[src/rtl/rtc_pkg.sv]
package rtc_pkg;
   localparam int unsigned DATA_W = 32;

   localparam int unsigned A_CTRL    = 0;
   localparam int unsigned A_CNT_LO  = 1;
   localparam int unsigned A_CNT_HI  = 2;
   localparam int unsigned A_ALM_LO  = 3;
   localparam int unsigned A_ALM_HI  = 4;
   localparam int unsigned A_RELOAD  = 5;
   localparam int unsigned A_STATUS  = 6;
   localparam int unsigned A_MASK    = 7;
   localparam int unsigned A_PER_NOW = 8;

   localparam int unsigned S_ROLL  = 31;
   localparam int unsigned S_ALARM = 30;
   localparam int unsigned S_PER   = 29;
   localparam int unsigned N_IRQ   = 3;

   // packed so that per_en lands on bit 0 and clear on bit 4
   typedef struct packed {
      logic clear;
      logic frz_lo;
      logic frz_hi;
      logic per_frz;
      logic per_en;
   } ctrl_t;
endpackage

[src/rtl/rtc_counter.sv]
module rtc_counter #(
   parameter int unsigned LO_W = 32,
   parameter int unsigned HI_W = 8
) (
   input  logic            clk,
   input  logic            rst_n,
   input  logic            tick,
   input  logic            clear,
   input  logic            frz_lo,
   input  logic            frz_hi,
   output logic [LO_W-1:0] cnt_lo,
   output logic [HI_W-1:0] cnt_hi,
   output logic            wrap
);
   logic lo_step;
   logic carry;

   assign lo_step = tick && !frz_lo && !clear;
   assign carry   = lo_step && (&cnt_lo);
   assign wrap    = carry && !frz_hi && (&cnt_hi);

   always_ff @(posedge clk) begin
      if (!rst_n || clear) begin
         cnt_lo <= '0;
         cnt_hi <= '0;
      end else begin
         if (lo_step)
            cnt_lo <= cnt_lo + 1'b1;
         if (carry && !frz_hi)
            cnt_hi <= cnt_hi + 1'b1;
      end
   end
endmodule

[src/rtl/rtc_periodic.sv]
module rtc_periodic #(
   parameter int unsigned PER_W = 16
) (
   input  logic             clk,
   input  logic             rst_n,
   input  logic             tmr_tick,
   input  logic             en,
   input  logic             frz,
   input  logic [PER_W-1:0] reload,
   output logic [PER_W-1:0] cnt,
   output logic             fire
);
   logic at_zero;
   logic step;

   assign at_zero = (cnt == '0);
   assign step    = en && !frz && tmr_tick;
   assign fire    = step && at_zero;

   always_ff @(posedge clk) begin
      if (!rst_n)
         cnt <= '0;
      else if (!en)
         cnt <= reload;
      else if (step)
         cnt <= at_zero ? reload : cnt - 1'b1;
   end
endmodule

[src/rtl/rtc_irq_flags.sv]
module rtc_irq_flags #(
   parameter int unsigned N = 3
) (
   input  logic         clk,
   input  logic         rst_n,
   input  logic [N-1:0] set,
   input  logic [N-1:0] w1c,
   input  logic [N-1:0] mask,
   output logic [N-1:0] status,
   output logic [N-1:0] irq
);
   for (genvar i = 0; i < N; i++) begin : g_flag
      always_ff @(posedge clk) begin
         if (!rst_n)
            status[i] <= 1'b0;
         else
            status[i] <= set[i] | (status[i] & ~w1c[i]);
      end
      assign irq[i] = status[i] & mask[i];
   end
endmodule

[src/rtl/rtc_alarm_timer.sv]
module rtc_alarm_timer
   import rtc_pkg::*;
#(
   parameter int unsigned LO_W   = 32,
   parameter int unsigned HI_W   = 8,
   parameter int unsigned PER_W  = 16,
   parameter int unsigned ADDR_W = 4
) (
   input  logic              clk,
   input  logic              rst_n,
   input  logic              rtc_tick,
   input  logic              tmr_tick,
   input  logic              bus_wr,
   input  logic [ADDR_W-1:0] bus_addr,
   input  logic [DATA_W-1:0] bus_wdata,
   output logic [DATA_W-1:0] bus_rdata,
   output logic              irq_roll,
   output logic              irq_alarm,
   output logic              irq_per
);
   localparam int unsigned CNT_W = LO_W + HI_W;
   localparam int unsigned S_LOW = S_PER;

   if (LO_W < 1 || LO_W > DATA_W) begin : g_bad_lo
      $error("LO_W must be 1..32");
   end
   if (HI_W < 1 || HI_W > DATA_W) begin : g_bad_hi
      $error("HI_W must be 1..32");
   end
   if (PER_W < 1 || PER_W > DATA_W) begin : g_bad_per
      $error("PER_W must be 1..32");
   end
   if ((2 ** ADDR_W) <= A_PER_NOW) begin : g_bad_addr
      $error("ADDR_W too small for register map");
   end

   ctrl_t              ctrl_q;
   logic [LO_W-1:0]    alm_lo;
   logic [HI_W-1:0]    alm_hi;
   logic [PER_W-1:0]   reload_q;
   logic [N_IRQ-1:0]   mask_q;
   logic [LO_W-1:0]    cnt_lo;
   logic [HI_W-1:0]    cnt_hi;
   logic               wrap;
   logic [PER_W-1:0]   per_now;
   logic               per_fire;
   logic               alarm_hit;
   logic [N_IRQ-1:0]   ev_set;
   logic [N_IRQ-1:0]   ev_w1c;
   logic [N_IRQ-1:0]   status;
   logic [N_IRQ-1:0]   irq_vec;

   function automatic logic sel(input logic [ADDR_W-1:0] a, input int unsigned r);
      return a == ADDR_W'(r);
   endfunction

   always_ff @(posedge clk) begin
      if (!rst_n) begin
         ctrl_q   <= '0;
         alm_lo   <= '1;
         alm_hi   <= '1;
         reload_q <= '0;
         mask_q   <= '0;
      end else if (bus_wr) begin
         if (sel(bus_addr, A_CTRL))   ctrl_q   <= ctrl_t'(bus_wdata[4:0]);
         if (sel(bus_addr, A_ALM_LO)) alm_lo   <= bus_wdata[LO_W-1:0];
         if (sel(bus_addr, A_ALM_HI)) alm_hi   <= bus_wdata[HI_W-1:0];
         if (sel(bus_addr, A_RELOAD)) reload_q <= bus_wdata[PER_W-1:0];
         if (sel(bus_addr, A_MASK))   mask_q   <= bus_wdata[S_ROLL:S_LOW];
      end
   end

   rtc_counter #(.LO_W(LO_W), .HI_W(HI_W)) u_cnt (
      .clk    (clk),
      .rst_n  (rst_n),
      .tick   (rtc_tick),
      .clear  (ctrl_q.clear),
      .frz_lo (ctrl_q.frz_lo),
      .frz_hi (ctrl_q.frz_hi),
      .cnt_lo (cnt_lo),
      .cnt_hi (cnt_hi),
      .wrap   (wrap)
   );

   rtc_periodic #(.PER_W(PER_W)) u_per (
      .clk      (clk),
      .rst_n    (rst_n),
      .tmr_tick (tmr_tick),
      .en       (ctrl_q.per_en),
      .frz      (ctrl_q.per_frz),
      .reload   (reload_q),
      .cnt      (per_now),
      .fire     (per_fire)
   );

   assign alarm_hit = ({cnt_hi, cnt_lo} == {alm_hi, alm_lo});
   assign ev_set    = {wrap, alarm_hit, per_fire};
   assign ev_w1c    = (bus_wr && sel(bus_addr, A_STATUS)) ? bus_wdata[S_ROLL:S_LOW] : '0;

   rtc_irq_flags #(.N(N_IRQ)) u_flags (
      .clk    (clk),
      .rst_n  (rst_n),
      .set    (ev_set),
      .w1c    (ev_w1c),
      .mask   (mask_q),
      .status (status),
      .irq    (irq_vec)
   );

   assign irq_roll  = irq_vec[2];
   assign irq_alarm = irq_vec[1];
   assign irq_per   = irq_vec[0];

   always_comb begin
      bus_rdata = '0;
      if (sel(bus_addr, A_CTRL))    bus_rdata[4:0] = ctrl_q;
      if (sel(bus_addr, A_CNT_LO))  bus_rdata = DATA_W'(cnt_lo);
      if (sel(bus_addr, A_CNT_HI))  bus_rdata = DATA_W'(cnt_hi);
      if (sel(bus_addr, A_ALM_LO))  bus_rdata = DATA_W'(alm_lo);
      if (sel(bus_addr, A_ALM_HI))  bus_rdata = DATA_W'(alm_hi);
      if (sel(bus_addr, A_RELOAD))  bus_rdata = DATA_W'(reload_q);
      if (sel(bus_addr, A_STATUS))  bus_rdata[S_ROLL:S_LOW] = status;
      if (sel(bus_addr, A_MASK))    bus_rdata[S_ROLL:S_LOW] = mask_q;
      if (sel(bus_addr, A_PER_NOW)) bus_rdata = DATA_W'(per_now);
   end
endmodule

[config.mk]
export PLATFORM = sky130hd
export DESIGN_NAME = rtc_alarm_timer
export DESIGN_NICKNAME = d
export VERILOG_FILES = /design/src/rtl/rtc_pkg.sv /design/src/rtl/rtc_counter.sv /design/src/rtl/rtc_periodic.sv /design/src/rtl/rtc_irq_flags.sv /design/src/rtl/rtc_alarm_timer.sv
export SDC_FILE = /design/constraint.sdc
export NUM_CORES = 1
export LEC_CHECK = 0
export BUFFER_PORTS_ARGS = -buffer_cell sky130_fd_sc_hd__buf_4
export CAP_MARGIN = 10
export CELL_PAD_IN_SITES_DETAIL_PLACEMENT = 1
export CELL_PAD_IN_SITES_GLOBAL_PLACEMENT = 1
export CORE_MARGIN = 2
export CORE_UTILIZATION = 39
export DETAILED_ROUTE_END_ITERATION = 10
export GPL_ROUTABILITY_DRIVEN = 0
export HOLD_SLACK_MARGIN = 0.08
export PLACE_DENSITY = 0.87
export SLEW_MARGIN = 5
export SYNTH_ARGS = -nofsm -noshare
export SYNTH_HDL_FRONTEND = slang
export SYNTH_SLANG_ARGS = --single-unit
[constraint.sdc]
create_clock -name clk -period 2 [get_ports clk]
set_input_delay 0 -clock clk [delete_from_list [all_inputs] [get_ports clk]]
set_output_delay 0 -clock clk [all_outputs]
set_load 0.01 [all_outputs]
==> qor.yml, run 1 <==
slew_violations: 0
p_seq_frac: 0.367
rows: 47
drive_gt1_frac: 0.244
core_sq_mm: 0.0166
fin_crit_sh: 1.09
cts_tree: "done"
synth_edf_count: 0
area_growth_pct: 40.7
worst_pin_slew_ns: 1.13
cp_max_fo: 4
p_comb_frac: 0.099
skew_ns: 0.0165
worstPathRequired_ns: 2.36
power_mw: 6.86
port_buffers: 75
pin_count: 76
fillCellCount: 1933
synthArstFlopShare: 0
fin_setup_tns_ns: -0.948
start_util: 0.398
ys_types: 67
crit_type: "reg -> reg"
slew_headroom: 0.246
post-route-drc-count: 0
clkPwrFrac: 0.533
cap_violations: 0
vias_per_cell: 6.38
ys.flop_type: "dfxtp_1"
peakVddDrop_v: 0.000649
synth_commonest_cells: "nand2_1, dfxtp_1, nand3_1"
vias: 7960
syn_nets: 878
clock-sinks: 123
setup_violations: 13
grt_first_pass_wirelength_um: 46800
hold_viol_final: 0
clk_pin_slew_ns: 0.07
intPower_mw: 5.11
layout_min_cycle_time_ns: 2.17
final.hold.worst_slack_ns: 0.108
yosys.area.top_type: "dfxtp_1"
min_path_cells: 4
syn_inst: 833
grt_max_degree: 35
grt_pass1_vias: 8252
r2r_cells: 6
rsz0062_at_grt: "true"
synth_top_cell_area_share: 0.373
die_w_um: 134
die_area_sq_mm: 0.0180
fmax_mhz: 461
synth_area_sq_mm: 0.00660
grt_usage: 0.339
p_leak_nw: 3.84
hpwl_um: 17800
ys_warn_count: 0
clockRootBuffer: "clkbuf_16"
antenna_found_initial: 0
wl_per_cell_um: 25.5
drt_wl_total_um: 31700
cp.arrival_ns: 2.53
drt_first_pass_iters: 6
final_nets: 1059
post-place-ws_ns: -0.173
clock_latency_ns: 0.44
start_kind: "flop"
synth_area_leaders: "dfxtp_1, nand2_1, xor2_1"
p_switching_mw: 1.75
design_area_sq_mm: 0.00929
cts_max_level: 4
diodes: 0
route.antenna.remaining_nets: 0
timing.final.ws_setup_ns: -0.171
power_density_mw_per_mm2: 738
violations: "negative setup slack"
overflow: 0
first_iter_violations: 975
end_kind: "flop"
place_area_sq_mm: 0.00784
outcome: "finished with violations"
synth.most_common_cell: "nand2_1"
holdCritPathClass: "in -> reg"
die_h_um: 134
p_sw_frac: 0.255
yosysSeqAreaShare: 0.373
syn_area_per_cell_sq_um: 7.92
cts_max_path_buffers: 2
ys_seq_elements: 123
numCtsBuffers: 17
path summary, 6_finish.rpt:
kind,end,slack (ns),startpoint
worst max register to register,u_per.cnt[13]$_SDFFE_PN0P_,-0.17,u_per.cnt[1]$_SDFFE_PN0P_
worst min-delay path,u_cnt.cnt_lo[29]$_SDFFE_PP0N_,0.11,rst_n
worst min register to register,u_flags.status[0]$_SDFF_PN0_,0.49,u_flags.status[0]$_SDFF_PN0_
worst max-delay path,u_per.cnt[13]$_SDFFE_PN0P_,-0.17,u_per.cnt[1]$_SDFFE_PN0P_
routing by layer:
metal / vias to the layer above / global-route usage / wire length, um
met5: - / 0 / 0
met4: 0 / 0.208 / 1990
met3: 169 / 0.0639 / 2940
met2: 542 / 0.562 / 15000
met1: 3917 / 0.406 / 11800
li1: 3332 / - / -
cells in the final DEF (no fill, tap or decap), types with 13 or more instances in the layout:
cell	n
nand2_1	175
buf_4	163
nand4_1	16
a21oi_1	40
nor2_1	58
xor2_1	62
a22o_1	13
clkbuf_16	17
mux2i_1	17
dlygate4sd3_1	46
dfxtp_1	120
o21ai_0	21
nand3_1	70
cells by family (layout without fill, tap and decap cells):
| group | count (synthesis) | after routing | share of synthesized area |
|---|---|---|---|
| flops | 123 | 123 | 0.373 |
| compound gates | 145 | 146 | 0.153 |
| mux | 18 | 18 | 0.0292 |
| xor+xnor | 69 | 69 | 0.0915 |
| buf+inv | 64 | 257 | 0.0415 |
| simple gates | 410 | 410 | 0.304 |
| fa+ha+maj | 4 | 4 | 0.00758 |
flip-flops by register name, indices dropped and copies added, names as in the netlist:
register / cells
mask_q: 3
u_cnt.cnt_lo: 32
alm_hi: 8
alm_lo: 32
reload_q: 16
u_cnt.cnt_hi: 8
u_per.cnt: 16
u_flags.status: 3
ctrl_q: 5
power by group through the flow:
stage	logic, mW	clock network, mW	registers (mW)
floorplan	0.261	0	2.56
global placement	0.504	0	2.57
detailed placement	0.518	0	2.57
CTS	0.608	3.59	2.52
global route	0.712	3.75	2.52
finish	0.680	3.66	2.52
stage by stage:
stage / std cells / util
after floorplan: 833 / -
after global placement: 1154 / 0.473
after detailed placement: 1154 / 0.473
after CTS: 1240 / 0.550
after global routing: 1247 / 0.560
final: 1247 / 0.560
what timing repair did:
action,CTS,global route
resized for setup,19,24
setup endpoints to repair,13,33
endpoints found under the hold margin,69,0
hold buffers,46,0
setup buffers,8,6
cloned,0,1
pin swaps,6,11
layout make-up:
class | instances | area [sq um] | area share
inverter | 8 | 35.0 | 0.00377
sequential | 123 | 2470 | 0.266
tap | 220 | 275 | 0.0296
clock inverter | 12 | 210 | 0.0226
timing repair buffer | 217 | 1800 | 0.194
clock buffer | 20 | 467 | 0.0502
multi-input combinational | 647 | 4030 | 0.434
worst max-delay path, stage by stage, from the launching register on:
cell and delay, ns:
dfxtp_4 0.36, buf_6 0.12, or4_4 0.56, nor3_4 0.18, nand3_2 0.17, or4_4 0.49, a31oi_2 0.21
No activity file was read; power rests on OpenSTA's default activity.
==> inputs of run 2 (changes only) <==
--- a/config.mk
+++ b/config.mk
@@ -15,6 +15,7 @@
 export GPL_ROUTABILITY_DRIVEN = 0
 export HOLD_SLACK_MARGIN = 0.08
 export PLACE_DENSITY = 0.87
+export SKIP_LAST_GASP = 1
 export SLEW_MARGIN = 5
 export SYNTH_ARGS = -nofsm -noshare
 export SYNTH_HDL_FRONTEND = slang
==> qor.yml, run 2 (same netlist as run 1, synthesis figures left out) <==
crit_type: "reg -> reg"
top_regs: "alm_lo (32), u_cnt.cnt_lo (32)"
fin_setup_tns_ns: -1.16  # -0.216 ns
fmax_mhz: 457  # -0.67%
diodes: 0  # unchanged
violations: "negative setup slack"
post-route-drc-count: 0  # unchanged
clockRootBuffer: "clkbuf_16"
first_iter_violations: 976  # +0.10%
place_area_sq_mm: 0.00784  # unchanged
reg2reg_from: "u_per.cnt[1]$_SDFFE_PN0P_"
vias_per_cell: 6.35  # -0.47%
hpwl_um: 17800  # unchanged
grt.busiest_layer: "met2"
antenna_found_initial: 0  # unchanged
hold_start: "rst_n"
timing.final.ws_setup_ns: -0.186  # -0.0147 ns
core_sq_mm: 0.0166  # unchanged
worst_pin_slew_ns: 1.17  # +0.0385 ns
rows: 47  # unchanged
slew_headroom: 0.220  # -0.0257
cp.arrival_ns: 2.53  # about the same
cts_tree: "done"
route.antenna.remaining_nets: 0  # unchanged
layout_common_cells: "nand2_1, buf_4, dfxtp_1, nand3_1, xor2_1"
use_met2: 0.556  # -0.00655
holdCritPathClass: "in -> reg"
hold_viol_final: 0  # unchanged
wl_per_cell_um: 24.6  # -3.5%
final_util: 0.559  # -0.000906
cts_max_level: 4  # unchanged
vias: 7929  # -0.39%
fillCellCount: 1958  # +1.3%
setup_violations: 15  # +2
grt_max_degree: 35  # unchanged
p_leak_nw: 3.83  # -0.21%
start_kind: "flop"
skew_ns: 0.0147  # -0.00171 ns
drt_first_pass_iters: 8  # +2
end_kind: "flop"
min_path_cells: 4  # unchanged
multi_input_area_sq_mm: 0.00399  # -0.99%
power_mw: 6.82  # -0.58%
clock-sinks: 123  # unchanged
cp_max_fo: 4  # unchanged
met3_usage: 0.0544  # -0.00945
drt_wl_total_um: 30700  # -3.4%
worstPathRequired_ns: 2.34  # -0.02 ns
port_buffers: 75  # unchanged
die_w_um: 134  # unchanged
start_util: 0.398  # unchanged
min_to: "u_cnt.cnt_lo[29]$_SDFFE_PP0N_"
grt_usage: 0.330  # -0.00806
grt_first_pass_wirelength_um: 46100  # -1.5%
layout.area.seq_sq_mm: 0.00247  # about the same
pin_count: 76  # unchanged
drive_gt1_frac: 0.242  # -0.00218
clk_pin_slew_ns: 0.06  # about the same
cts_max_path_buffers: 2  # unchanged
power_density_mw_per_mm2: 735  # -0.42%
post-place-ws_ns: -0.173  # unchanged
die_h_um: 134  # unchanged
final_nets: 1060  # +0.094%
die_area_sq_mm: 0.0180  # unchanged
numCtsBuffers: 17  # unchanged
grt_pass1_vias: 8076  # -2.1%
design_area_sq_mm: 0.00927  # -0.16%
cap_violations: 0  # unchanged
fin_crit_sh: 1.09  # +0.00734
worstReg2RegEnd: "u_per.cnt[6]$_SDFFE_PN0P_"
area_growth_pct: 40.5
rsz0062_at_grt: "true"
layout_commonest_cell: "nand2_1"
overflow: 0  # unchanged
clock_latency_ns: 0.44  # about the same
peakVddDrop_v: 0.000688  # +5.9%
outcome: "finished with violations"
r2r_setup_slack_ns: -0.19  # about the same
layout_min_cycle_time_ns: 2.19  # +0.0147 ns
slew_violations: 0  # unchanged
r2r_cells: 7  # +1
grt_use_met1: 0.411  # +0.00567
==> run 2: cell count changes in the layout (fill, tap and decap cells not counted), sizes merged <==
| cell | delta |
|---|---|
| buf | +2 |
| a21o | -1 |
==> run 2: critical path, stage by stage (launching register included) <==
cell and delay [ns]:
dfxtp_4 0.36, inv_4 0.08, ha_4 0.13, or3b_4 0.40
or3_4 0.39, or3_1 0.34, a21o_1 0.21, a31oi_1 0.18
==> run 2: what timing repair did <==
item / in CTS / in global routing
endpoints found under the setup margin: 13 / 35
pin swaps: 5 / 18
hold buffers: 46 / 0
buffers inserted: 8 / 8
resized for setup: 18 / 21
hold endpoints to repair: 69 / 0
==> run 2: worst max path at each step <==
| stage | from | to | cells after the start |
|---|---|---|---|
| floorplan | u_per.cnt[0]$_SDFFE_PN0P_ | u_per.cnt[10]$_SDFFE_PN0P_ | 7 |
| global placement | u_per.cnt[0]$_SDFFE_PN0P_ | u_per.cnt[10]$_SDFFE_PN0P_ | 7 |
| detailed placement | u_per.cnt[0]$_SDFFE_PN0P_ | u_per.cnt[10]$_SDFFE_PN0P_ | 7 |
| CTS | u_per.cnt[0]$_SDFFE_PN0P_ | u_per.cnt[8]$_SDFFE_PN0P_ | 10 |
| global route | u_per.cnt[8]$_SDFFE_PN0P_ | u_per.cnt[6]$_SDFFE_PN0P_ | 7 |
| finish | u_per.cnt[1]$_SDFFE_PN0P_ | u_per.cnt[6]$_SDFFE_PN0P_ | 7 |
==> run 2: metal layers <==
layer,wire length (um),vias to the layer above
li1,-,3334
met2,14400,568
met5,0,-
met3,2590,187
met4,1870,0
met1,11800,3840
==> run 2: area by class of cell <==
cell class	count	share of cell area
inverter	8	0.00378
clock buffer	20	0.0503
sequential	123	0.266
timing repair buffer	219	0.197
tap	220	0.0297
clock inverter	12	0.0227
multi-input combinational	646	0.430
==> run 2: power by group <==
group          internal [mW]  switching [mW]  total [mW]
logic                  0.298           0.368       0.666
registers               2.48          0.0374        2.52
clock network           2.33            1.30        3.63
total                   5.11            1.71        6.82
==> run 2: metrics by stage <==
| stage | std cells | hold WS [ns] |
|---|---|---|
| 2_1_floorplan | 833 | 0.124 |
| 3_3_place_gp | 1154 | 0.210 |
| 3_5_place_dp | 1154 | 0.214 |
| 4_1_cts | 1240 | 0.0946 |
| 5_1_grt | 1248 | 0.145 |
| 6_report | 1248 | 0.128 |
